[src/rtl/uart_break_tx_pkg.sv]
package uart_break_tx_pkg;
  localparam int DIV_W    = 16;
  localparam int OVS      = 16;
  localparam int FRAME_W  = 12;

  localparam logic [2:0] A_DATA = 3'd0;
  localparam logic [2:0] A_DIVH = 3'd1;
  localparam logic [2:0] A_FCTL = 3'd2;
  localparam logic [2:0] A_LCTL = 3'd3;
  localparam logic [2:0] A_STAT = 3'd5;

  typedef struct packed {
    logic       div_access;
    logic       brk;
    logic       bad_par;
    logic       even;
    logic       par_en;
    logic       two_stop;
    logic [1:0] wlen;
  } lctl_t;
endpackage

[src/rtl/uart_break_tx_baud.sv]
module uart_break_tx_baud #(
  parameter int DIV_W = 16,
  parameter int OVS   = 16
) (
  input  logic             clk,
  input  logic             rst_n,
  input  logic [DIV_W-1:0] divisor,
  output logic             bit_tick
);
  localparam int SUB_W = $clog2(OVS);

  logic [DIV_W-1:0] cnt;
  logic [SUB_W-1:0] sub;
  logic             run, sub_end;

  assign run      = (divisor != '0);
  assign sub_end  = run && (cnt >= divisor - 1'b1);
  assign bit_tick = sub_end && (sub == SUB_W'(OVS - 1));

  always_ff @(posedge clk) begin
    if (!rst_n || !run) begin
      cnt <= '0;
      sub <= '0;
    end else if (sub_end) begin
      cnt <= '0;
      sub <= (sub == SUB_W'(OVS - 1)) ? '0 : sub + 1'b1;
    end else begin
      cnt <= cnt + 1'b1;
    end
  end
endmodule

[src/rtl/uart_break_tx_fifo.sv]
module uart_break_tx_fifo #(
  parameter int DEPTH = 16,
  parameter int W     = 8
) (
  input  logic                       clk,
  input  logic                       rst_n,
  input  logic                       clear,
  input  logic                       single,
  input  logic                       push,
  input  logic [W-1:0]               wdata,
  input  logic                       pop,
  output logic [W-1:0]               head,
  output logic                       empty,
  output logic [$clog2(DEPTH+1)-1:0] count,
  output logic [$clog2(DEPTH+1)-1:0] cap
);
  localparam int AW = (DEPTH > 1) ? $clog2(DEPTH) : 1;
  localparam int CW = $clog2(DEPTH + 1);

  logic [W-1:0]  mem [DEPTH];
  logic [AW-1:0] wp, rp;
  logic          push_ok, pop_ok;

  assign cap     = single ? CW'(1) : CW'(DEPTH);
  assign push_ok = push && (count < cap);
  assign pop_ok  = pop && (count != '0);
  assign empty   = (count == '0);
  assign head    = mem[rp];

  function automatic logic [AW-1:0] nxt(input logic [AW-1:0] p);
    return (p == AW'(DEPTH - 1)) ? '0 : p + 1'b1;
  endfunction

  always_ff @(posedge clk) begin
    if (push_ok) mem[wp] <= wdata;
  end

  always_ff @(posedge clk) begin
    if (!rst_n || clear) begin
      wp    <= '0;
      rp    <= '0;
      count <= '0;
    end else begin
      if (push_ok) wp <= nxt(wp);
      if (pop_ok)  rp <= nxt(rp);
      count <= count + CW'(push_ok) - CW'(pop_ok);
    end
  end
endmodule

[src/rtl/uart_break_tx_shift.sv]
module uart_break_tx_shift
  import uart_break_tx_pkg::*;
(
  input  logic       clk,
  input  logic       rst_n,
  input  logic       bit_tick,
  input  logic       brk_req,
  input  logic [1:0] wlen,
  input  logic       two_stop,
  input  logic       par_en,
  input  logic       even,
  input  logic       bad_par,
  input  logic       q_empty,
  input  logic [7:0] q_head,
  output logic       pop,
  output logic       brk_act,
  output logic       txd
);
  logic [FRAME_W-1:0] shreg, frame;
  logic [3:0]         remain, nbits;
  logic [7:0]         dmask;
  logic               par;
  int                 nd;

  always_comb begin
    nd    = 5 + int'(wlen);
    dmask = q_head & (8'hFF >> (3 - int'(wlen)));
    par   = (^dmask) ^ ~even ^ bad_par;
    frame = '1;
    for (int i = 0; i < 8; i++)
      if (i < nd) frame[i] = dmask[i];
    for (int i = 5; i < 9; i++)
      if (par_en && i == nd) frame[i] = par;
    nbits = 4'(nd) + 4'(par_en) + (two_stop ? 4'd2 : 4'd1);
  end

  assign pop = bit_tick && !brk_req && !brk_act && (remain == '0) && !q_empty;

  always_ff @(posedge clk) begin
    if (!rst_n) begin
      txd     <= 1'b1;
      brk_act <= 1'b0;
      remain  <= '0;
      shreg   <= '1;
    end else if (bit_tick) begin
      if (brk_req) begin
        brk_act <= 1'b1;
        txd     <= 1'b0;
        remain  <= '0;
      end else if (brk_act) begin
        brk_act <= 1'b0;
        txd     <= 1'b1;
      end else if (remain != '0) begin
        txd    <= shreg[0];
        shreg  <= {1'b1, shreg[FRAME_W-1:1]};
        remain <= remain - 1'b1;
      end else if (!q_empty) begin
        txd    <= 1'b0;
        shreg  <= frame;
        remain <= nbits;
      end else begin
        txd <= 1'b1;
      end
    end
  end
endmodule

[src/rtl/uart_break_tx.sv]
module uart_break_tx
  import uart_break_tx_pkg::*;
#(
  parameter int DEPTH = 16
) (
  input  logic       clk,
  input  logic       rst_n,
  input  logic [2:0] bus_addr,
  input  logic [7:0] bus_wdata,
  input  logic       bus_wr,
  input  logic       bus_rd,
  output logic [7:0] bus_rdata,
  output logic       tx_empty,
  output logic       txd
);
  localparam int CW = $clog2(DEPTH + 1);

  lctl_t            lctl;
  logic [DIV_W-1:0] divisor;
  logic             fifo_en;
  logic             bit_tick, push, pop, q_clear, brk_act;
  logic [7:0]       q_head;
  logic [CW-1:0]    q_count, q_cap;

  assign push    = bus_wr && bus_addr == A_DATA && !lctl.div_access;
  assign q_clear = bus_wr && ((bus_addr == A_FCTL) ||
                   (bus_addr == A_LCTL && bus_wdata[6] && !lctl.brk));

  always_ff @(posedge clk) begin
    if (!rst_n) begin
      lctl    <= '0;
      divisor <= '0;
      fifo_en <= 1'b0;
    end else if (bus_wr) begin
      case (bus_addr)
        A_DATA: if (lctl.div_access) divisor[7:0]  <= bus_wdata;
        A_DIVH: if (lctl.div_access) divisor[15:8] <= bus_wdata;
        A_FCTL: fifo_en <= bus_wdata[0];
        A_LCTL: lctl    <= bus_wdata;
        default: ;
      endcase
    end
  end

  always_ff @(posedge clk) begin
    if (!rst_n) bus_rdata <= '0;
    else if (bus_rd) begin
      case (bus_addr)
        A_DATA:  bus_rdata <= lctl.div_access ? divisor[7:0]  : 8'h00;
        A_DIVH:  bus_rdata <= lctl.div_access ? divisor[15:8] : 8'h00;
        A_FCTL:  bus_rdata <= {7'b0, fifo_en};
        A_LCTL:  bus_rdata <= lctl;
        A_STAT:  bus_rdata <= {7'b0, tx_empty};
        default: bus_rdata <= 8'h00;
      endcase
    end
  end

  uart_break_tx_baud #(.DIV_W(DIV_W), .OVS(OVS)) u_baud (
    .clk(clk), .rst_n(rst_n), .divisor(divisor), .bit_tick(bit_tick)
  );

  uart_break_tx_fifo #(.DEPTH(DEPTH), .W(8)) u_fifo (
    .clk(clk), .rst_n(rst_n), .clear(q_clear), .single(!fifo_en),
    .push(push), .wdata(bus_wdata), .pop(pop), .head(q_head),
    .empty(tx_empty), .count(q_count), .cap(q_cap)
  );

  uart_break_tx_shift u_shift (
    .clk(clk), .rst_n(rst_n), .bit_tick(bit_tick), .brk_req(lctl.brk),
    .wlen(lctl.wlen), .two_stop(lctl.two_stop), .par_en(lctl.par_en),
    .even(lctl.even), .bad_par(lctl.bad_par), .q_empty(tx_empty),
    .q_head(q_head), .pop(pop), .brk_act(brk_act), .txd(txd)
  );
endmodule

[config.mk]
export PLATFORM = sky130hd
export DESIGN_NAME = uart_break_tx
export DESIGN_NICKNAME = d
export VERILOG_FILES = /design/src/rtl/uart_break_tx_pkg.sv /design/src/rtl/uart_break_tx_baud.sv /design/src/rtl/uart_break_tx_fifo.sv /design/src/rtl/uart_break_tx_shift.sv /design/src/rtl/uart_break_tx.sv
export SDC_FILE = /design/constraint.sdc
export NUM_CORES = 1
export LEC_CHECK = 0
export ABC_AREA = 0
export BUFFER_PORTS_ARGS = -buffer_cell sky130_fd_sc_hd__buf_2
export CORE_MARGIN = 2
export CORE_UTILIZATION = 45
export DETAILED_ROUTE_END_ITERATION = 10
export GPL_TIMING_DRIVEN = 0
export PLACE_DENSITY = 0.61
export SETUP_SLACK_MARGIN = 0.02
export SLEW_MARGIN = 20
export SYNTH_ARGS = -nofsm -noshare
export SYNTH_HDL_FRONTEND = slang
export SYNTH_HIERARCHICAL = 1
export SYNTH_SLANG_ARGS = --single-unit
[constraint.sdc]
create_clock -name clk -period 5.83 [get_ports clk]
set_input_delay 0.8745 -clock clk [delete_from_list [all_inputs] [get_ports clk]]
set_output_delay 0.8745 -clock clk [all_outputs]
set_load 0.02 [all_outputs]
# After elaboration in Yosys (flattened, before gate mapping)
# Memories as Yosys holds them, arrays and structs flattened. A register that Yosys moved wholly into a read port is not among the register bits.
# Cells that the tools add are included.
# W data, S select, Z words.
[classes] muxes=35 n_bitwise=6 n_shift=1 eq_ne=14 reduce_logical=40 magnitude_cmp=10 add_sub_neg=12
[op_table] op="$lt A4 B32 Y1 const A" count=4
[op_table] op="$eq A4 B32 Y1 const A" count=3
[op_table] op="$lt A3 B32 Y1 const A" count=2
[op_table] op="$pmux W8 S5" count=1
[op_table] op="$mux W4" count=9
[op_table] op="$eq A5 B32 Y1 const A" count=1
[op_table] op="$lt A1 B32 Y1 const A" count=1
[op_table] op="$lt A2 B32 Y1 const A" count=1
[op_table] op="$shr A8 B32 Y8 const A" count=1
[op_table] op="$mux W12" count=2
[op_table] op="$mux W1" count=19
[op_table] op="$logic_and A1 B1 Y1" count=17
[op_table] op="$add A16 B1 Y16 const B" count=1
[op_table] op="$ge A16 B16 Y1" count=1
[op_table] op="$mux W8" count=2
[op_table] op="$reduce_bool A16 Y1" count=1
[op_table] op="$sub A16 B1 Y16 const B" count=1
[op_table] op="$add A4 B1 Y4 const B" count=3
[op_table] op="$eq A4 B4 Y1 const B" count=3
[op_table] op="$reduce_and A3 Y1" count=3
[op_table] op="$and A8 B8 Y8" count=1
[op_table] op="$reduce_xor A8 Y1" count=1
[op_table] op="$eq A3 B2 Y1 const B" count=2
[op_table] op="$logic_not A1 Y1" count=6
[op_table] op="other kinds (26)" count=32
[totals] word_cells=139 reg_bits=84 mem_bits_rw=128 in_bits=15 n_memories=1
[memory_table] memory="u_fifo.mem" words=16 width=8 read_ports=1 rd_ports_with_merged_regs=1 wr=1 line_no="uart_break_tx_fifo.sv:20" text="logic [W-1:0] mem [DEPTH];"

# Logic depth before layout (Yosys ltp)
[logic_depth] word_depth=11 mapped_depth=24 ltp_nobuf=24

# Cells and area by module
# The synthesis kept the hierarchy.
[modules_own_cells] mod="uart_break_tx_fifo" area_per_inst_um2=5978.2 cells_each=325 n_inst=1
[modules_own_cells] mod="uart_break_tx" area_per_inst_um2=1609.0 cells_each=191 n_inst=1
[modules_own_cells] mod="uart_break_tx_baud" area_per_inst_um2=1600.3 cells_each=183 n_inst=1
[modules_own_cells] mod="uart_break_tx_shift" area_per_inst_um2=1084.8 cells_each=132 n_inst=1

# Least setup slack after synthesis
# OpenSTA, ideal clock, no wires.
[synth_timing] kind="register to register" from="register divisor[3]" to="register u_fifo.count[4]" stages_incl_launch_ff=24 path_buffers=0 slack_ns=0.739 arrival_time_ns=5.011 synth_period_minus_slack_ns=5.091 path_cell_list="dfxtp_1 > or4_4 > nor4_4 > nand2_1 > nor4_1 > xnor2_1 > ha_1 > nand4_1 > nor3_1 > a41o_1 > nor3_1 > nor2_1 > nand2b_1 > nor4_1 > nand2_1 > inv_1 > ha_1 > inv_1 > ha_1 > fa_1 > nand2b_1 > a21oi_1 > o21ai_0 > nor3b_1"
[synth_via] elab_chain_len=10
[synth_lines] item="from (decl)" line_no="uart_break_tx.sv:19" text="logic [DIV_W-1:0] divisor;"
[synth_lines] item="from (signal assigned)" line_no="uart_break_tx.sv:36" text="A_DATA: if (lctl.div_access) divisor[7:0] <= bus_wdata;"
[synth_lines] item="$sub A16 B1 Y16" line_no="uart_break_tx_baud.sv:17" text="assign sub_end = run && (cnt >= divisor - 1'b1);"
[synth_lines] item="$ge A16 B16 Y1" line_no="uart_break_tx_baud.sv:17"
[synth_lines] item="$logic_and A1 B1 Y1 (*)" line_no="uart_break_tx_baud.sv:17"
[synth_lines] item="$logic_and A1 B1 Y1 (*)" line_no="uart_break_tx_baud.sv:18" text="assign bit_tick = sub_end && (sub == SUB_W'(OVS - 1));"
[synth_lines] item="via bit_tick" line_no="uart_break_tx.sv:21" text="logic bit_tick, push, pop, q_clear, brk_act;"
[synth_lines] item="$logic_and A1 B1 Y1 (*) (4 in a row)" line_no="uart_break_tx_shift.sv:37" text="assign pop = bit_tick && !brk_req && !brk_act && (remain == '0) && !q_empty;"
[synth_lines] item="via pop" line_no="uart_break_tx.sv:21"
[synth_lines] item="$logic_and A1 B1 Y1 (*)" line_no="uart_break_tx_fifo.sv:26" text="assign pop_ok = pop && (count != '0);"
[synth_lines] item="$sub A5 B1 Y5 (*)" line_no="uart_break_tx_fifo.sv:46" text="count <= count + CW'(push_ok) - CW'(pop_ok);"
[synth_lines] item="to (signal assigned)" line_no="uart_break_tx_fifo.sv:46"
[synth_lines] item="to (decl)" line_no="uart_break_tx_fifo.sv:14" text="output logic [$clog2(DEPTH+1)-1:0] count,"
# Mark *: on every way through the listed nets, which the timed path passes. The rest lies on a longest branch.
# A chain may end at the register's enable or synchronous reset.

# Final worst setup path
# Ends and elaborated chain as after synthesis.

==> run summary <==
Period utilisation layout = 90.1%
Die span in x = 155 µm
GRT Overall Usage = 19.4%
Critical Path AT = 5.68 ns
Slew Limit Headroom = 41.1%
Antenna cell count = 0
Clock sink count = 213
Via count = 6659
Fillers = 1971
Most common cell after layout, fill and taps aside = edfxtp_1
Peak supply drop = 194 µV
Vias per inst = 5.62
Critical Path Sink Type = flop
Row count = 55
PortBufs = 23
DR pass1 iterations = 5
Clock Tree Root = clkbuf_16
Max-slew violations = 0
Max stage delay cell, worst path = or4_4
Total power = 0.00321 W
Initial antenna violation count = 0
Setup TNS = 0 ns
PnR worst setup slack = 0.579 ns
Largest net degree at the start of global routing = 21
Post-Syn Area = 0.0102 mm²
Hold Fails Final Rpt = 0
Starting density of the core = 45.5%
Crit path required time = 6.26 ns
Crit path buf inv count = 3
Count of warnings emitted by yosys = 6
H-tree depth = 1
Die area = 0.0240 mm²
Fin nets = 943
Worst skew pair latency = 0.53 ns
Max Cap Viol = 0
Most frequent cells in the layout = edfxtp_1 (128), nand2_1 (88), dfxtp_1 (85), a21oi_1 (46)
Die span in y = 155 µm
Routed wire length = 22800 µm
Syn_nets = 884
Crit path top cell by count = ha_1
Core Area = 0.0225 mm²
Number of global-route vias before repair = 6475
PwrDens = 275 mW/mm²
Num CTS Buffers = 24
Dpl hpwl = 15900 µm
Worst slack, placed = -0.221 ns
First-pass GRT wire length = 36100 µm
Final setup viols = 0
CTS tree = yes
CTS clock-pin slew for the worst setup and hold paths = 0.06 ns
Gp weighted congestion = 0.807
Area Growth Syn to Fin = 13.9%
Iter 0 DRT Violations = 386
I/O pins = 25
Crit path cell chain = or4_4 > nor4_4 > nand2_1 > nor4_1 > xnor2_1 > ha_1 > nand4_1 > nor3_4 > a41o_1 > nor3_2 > nor2_4 > nand2b_1 > nor4_4 > buf_4 > nand2_1 > inv_1 > ha_1 > inv_1 > ha_1 > fa_1 > nand2b_1 > a21oi_1 > o21ai_0 > nor3b_1
Final setup skew = 0.0207 ns
Area after DPL = 0.0108 mm²
Hold slack = 0.479 ns
Max Buffers Root-to-Sink = 3
Total congestion overflow = 0
WL/cell = 19.2 µm
Storage cell area = 0.00555 mm²
Hold_buf cts = 0
Critical path type = reg -> reg
Area used by multi-input combinational logic = 0.00441 mm²
Least-Margin Pin Slew = 0.876 ns
RSZ-0062 raised after global routing = false
Post-Synthesis Mean Instance Area = 12.4 µm²
Number of routed nets with antenna violations = 0
Crit path max-delay family = simple AND/OR/NAND/NOR gates
Post-synthesis cell count = 825
Outcome = complete, no violations
Min cycle time layout = 5.25 ns
Critical path peak fanout = 6
Fmax = 190 MHz
DRC = 0
Critical path launch point type = flop
Worst Hold Class = reg -> reg
Share of cells above drive strength 1 = 17.0%
Leakage = 4.20 nW
Design Area, Final = 0.0117 mm²
Max stage delay on crit path = 0.62 ns
registers in the layout, indices dropped and copies added, names as in the netlist, named ones only:
| register | count |
|---|---|
| bus_rdata | 8 |
| divisor | 16 |
| fifo_en | 1 |
| lctl | 8 |
| u_baud/cnt | 16 |
| u_baud/sub | 4 |
| u_fifo/count | 5 |
| u_fifo/mem | 128 |
| u_fifo/rp | 4 |
| u_fifo/wp | 4 |
| u_shift/brk_act | 1 |
| u_shift/remain | 4 |
| u_shift/shreg | 9 |
| u_shift/txd | 1 |
report_power, final:
group | leakage, nW | switching [W] | internal, W
combinational | 1.98 | 0.0000787 | 0.0000375
clock | 0.381 | 0.000599 | 0.000888
sequential | 1.84 | 0.00000585 | 0.00160
routing by layer:
metal	vias up	wire length (µm)	GRT usage (%)	share of wire, %
met2	131	10400	30.4	46
met1	3300	10900	28.1	48
li1	3200	-	-	-
met5	-	0	0	0
met4	0	457	5.07	2.0
met3	28	977	3.28	4.3
per-stage QoR:
step,std cells,util [%]
floorplan,825,-
global placement,1133,47.6
detailed placement,1141,48.1
CTS,1185,51.7
global route,1185,51.8
finish,1185,51.8
final cells by class:
cell class	instances	area share, %
buffer	31	2.03
clock buffer	30	5.61
clock inverter	12	1.20
inverter	35	1.13
multi-input combinational	546	37.8
sequential	213	47.5
tap	285	3.06
timing repair buffer	33	1.61
repair_timing:
action / in CTS / in global routing
pin swaps: 1 / 1
setup endpoints to repair: 4 / 4
buffers inserted: 2 / 0
gates resized for setup: 1 / 5
worst reg2reg max path: stages, from the launching register on:
cell	delay [ns]
dfxtp_1	0.38
or4_4	0.62
nor4_4	0.24
nand2_1	0.12
nor4_1	0.24
xnor2_1	0.13
ha_1	0.33
nand4_1	0.21
nor3_4	0.30
a41o_1	0.28
nor3_2	0.09
nor2_4	0.17
nand2b_1	0.17
nor4_4	0.24
buf_4	0.18
nand2_1	0.12
inv_1	0.09
ha_1	0.12
inv_1	0.04
ha_1	0.20
fa_1	0.41
nand2b_1	0.09
a21oi_1	0.08
o21ai_0	0.13
nor3b_1	0.18
worst paths after layout:
path / depth (start not counted) / startpoint / slack, ns / end
worst min-delay path: 2 / u_shift/shreg[3]$_SDFFE_PN1P_ / 0.48 / u_shift/shreg[3]$_SDFFE_PN1P_
worst min register to register: 2 / u_shift/shreg[3]$_SDFFE_PN1P_ / 0.48 / u_shift/shreg[3]$_SDFFE_PN1P_
worst max register to register: 24 / divisor[3]$_SDFFE_PN0P_ / 0.58 / u_fifo/count[4]$_SDFF_PP0_
worst max-delay path: 24 / divisor[3]$_SDFFE_PN0P_ / 0.58 / u_fifo/count[4]$_SDFF_PP0_
Power figures use the tool's default switching activity.
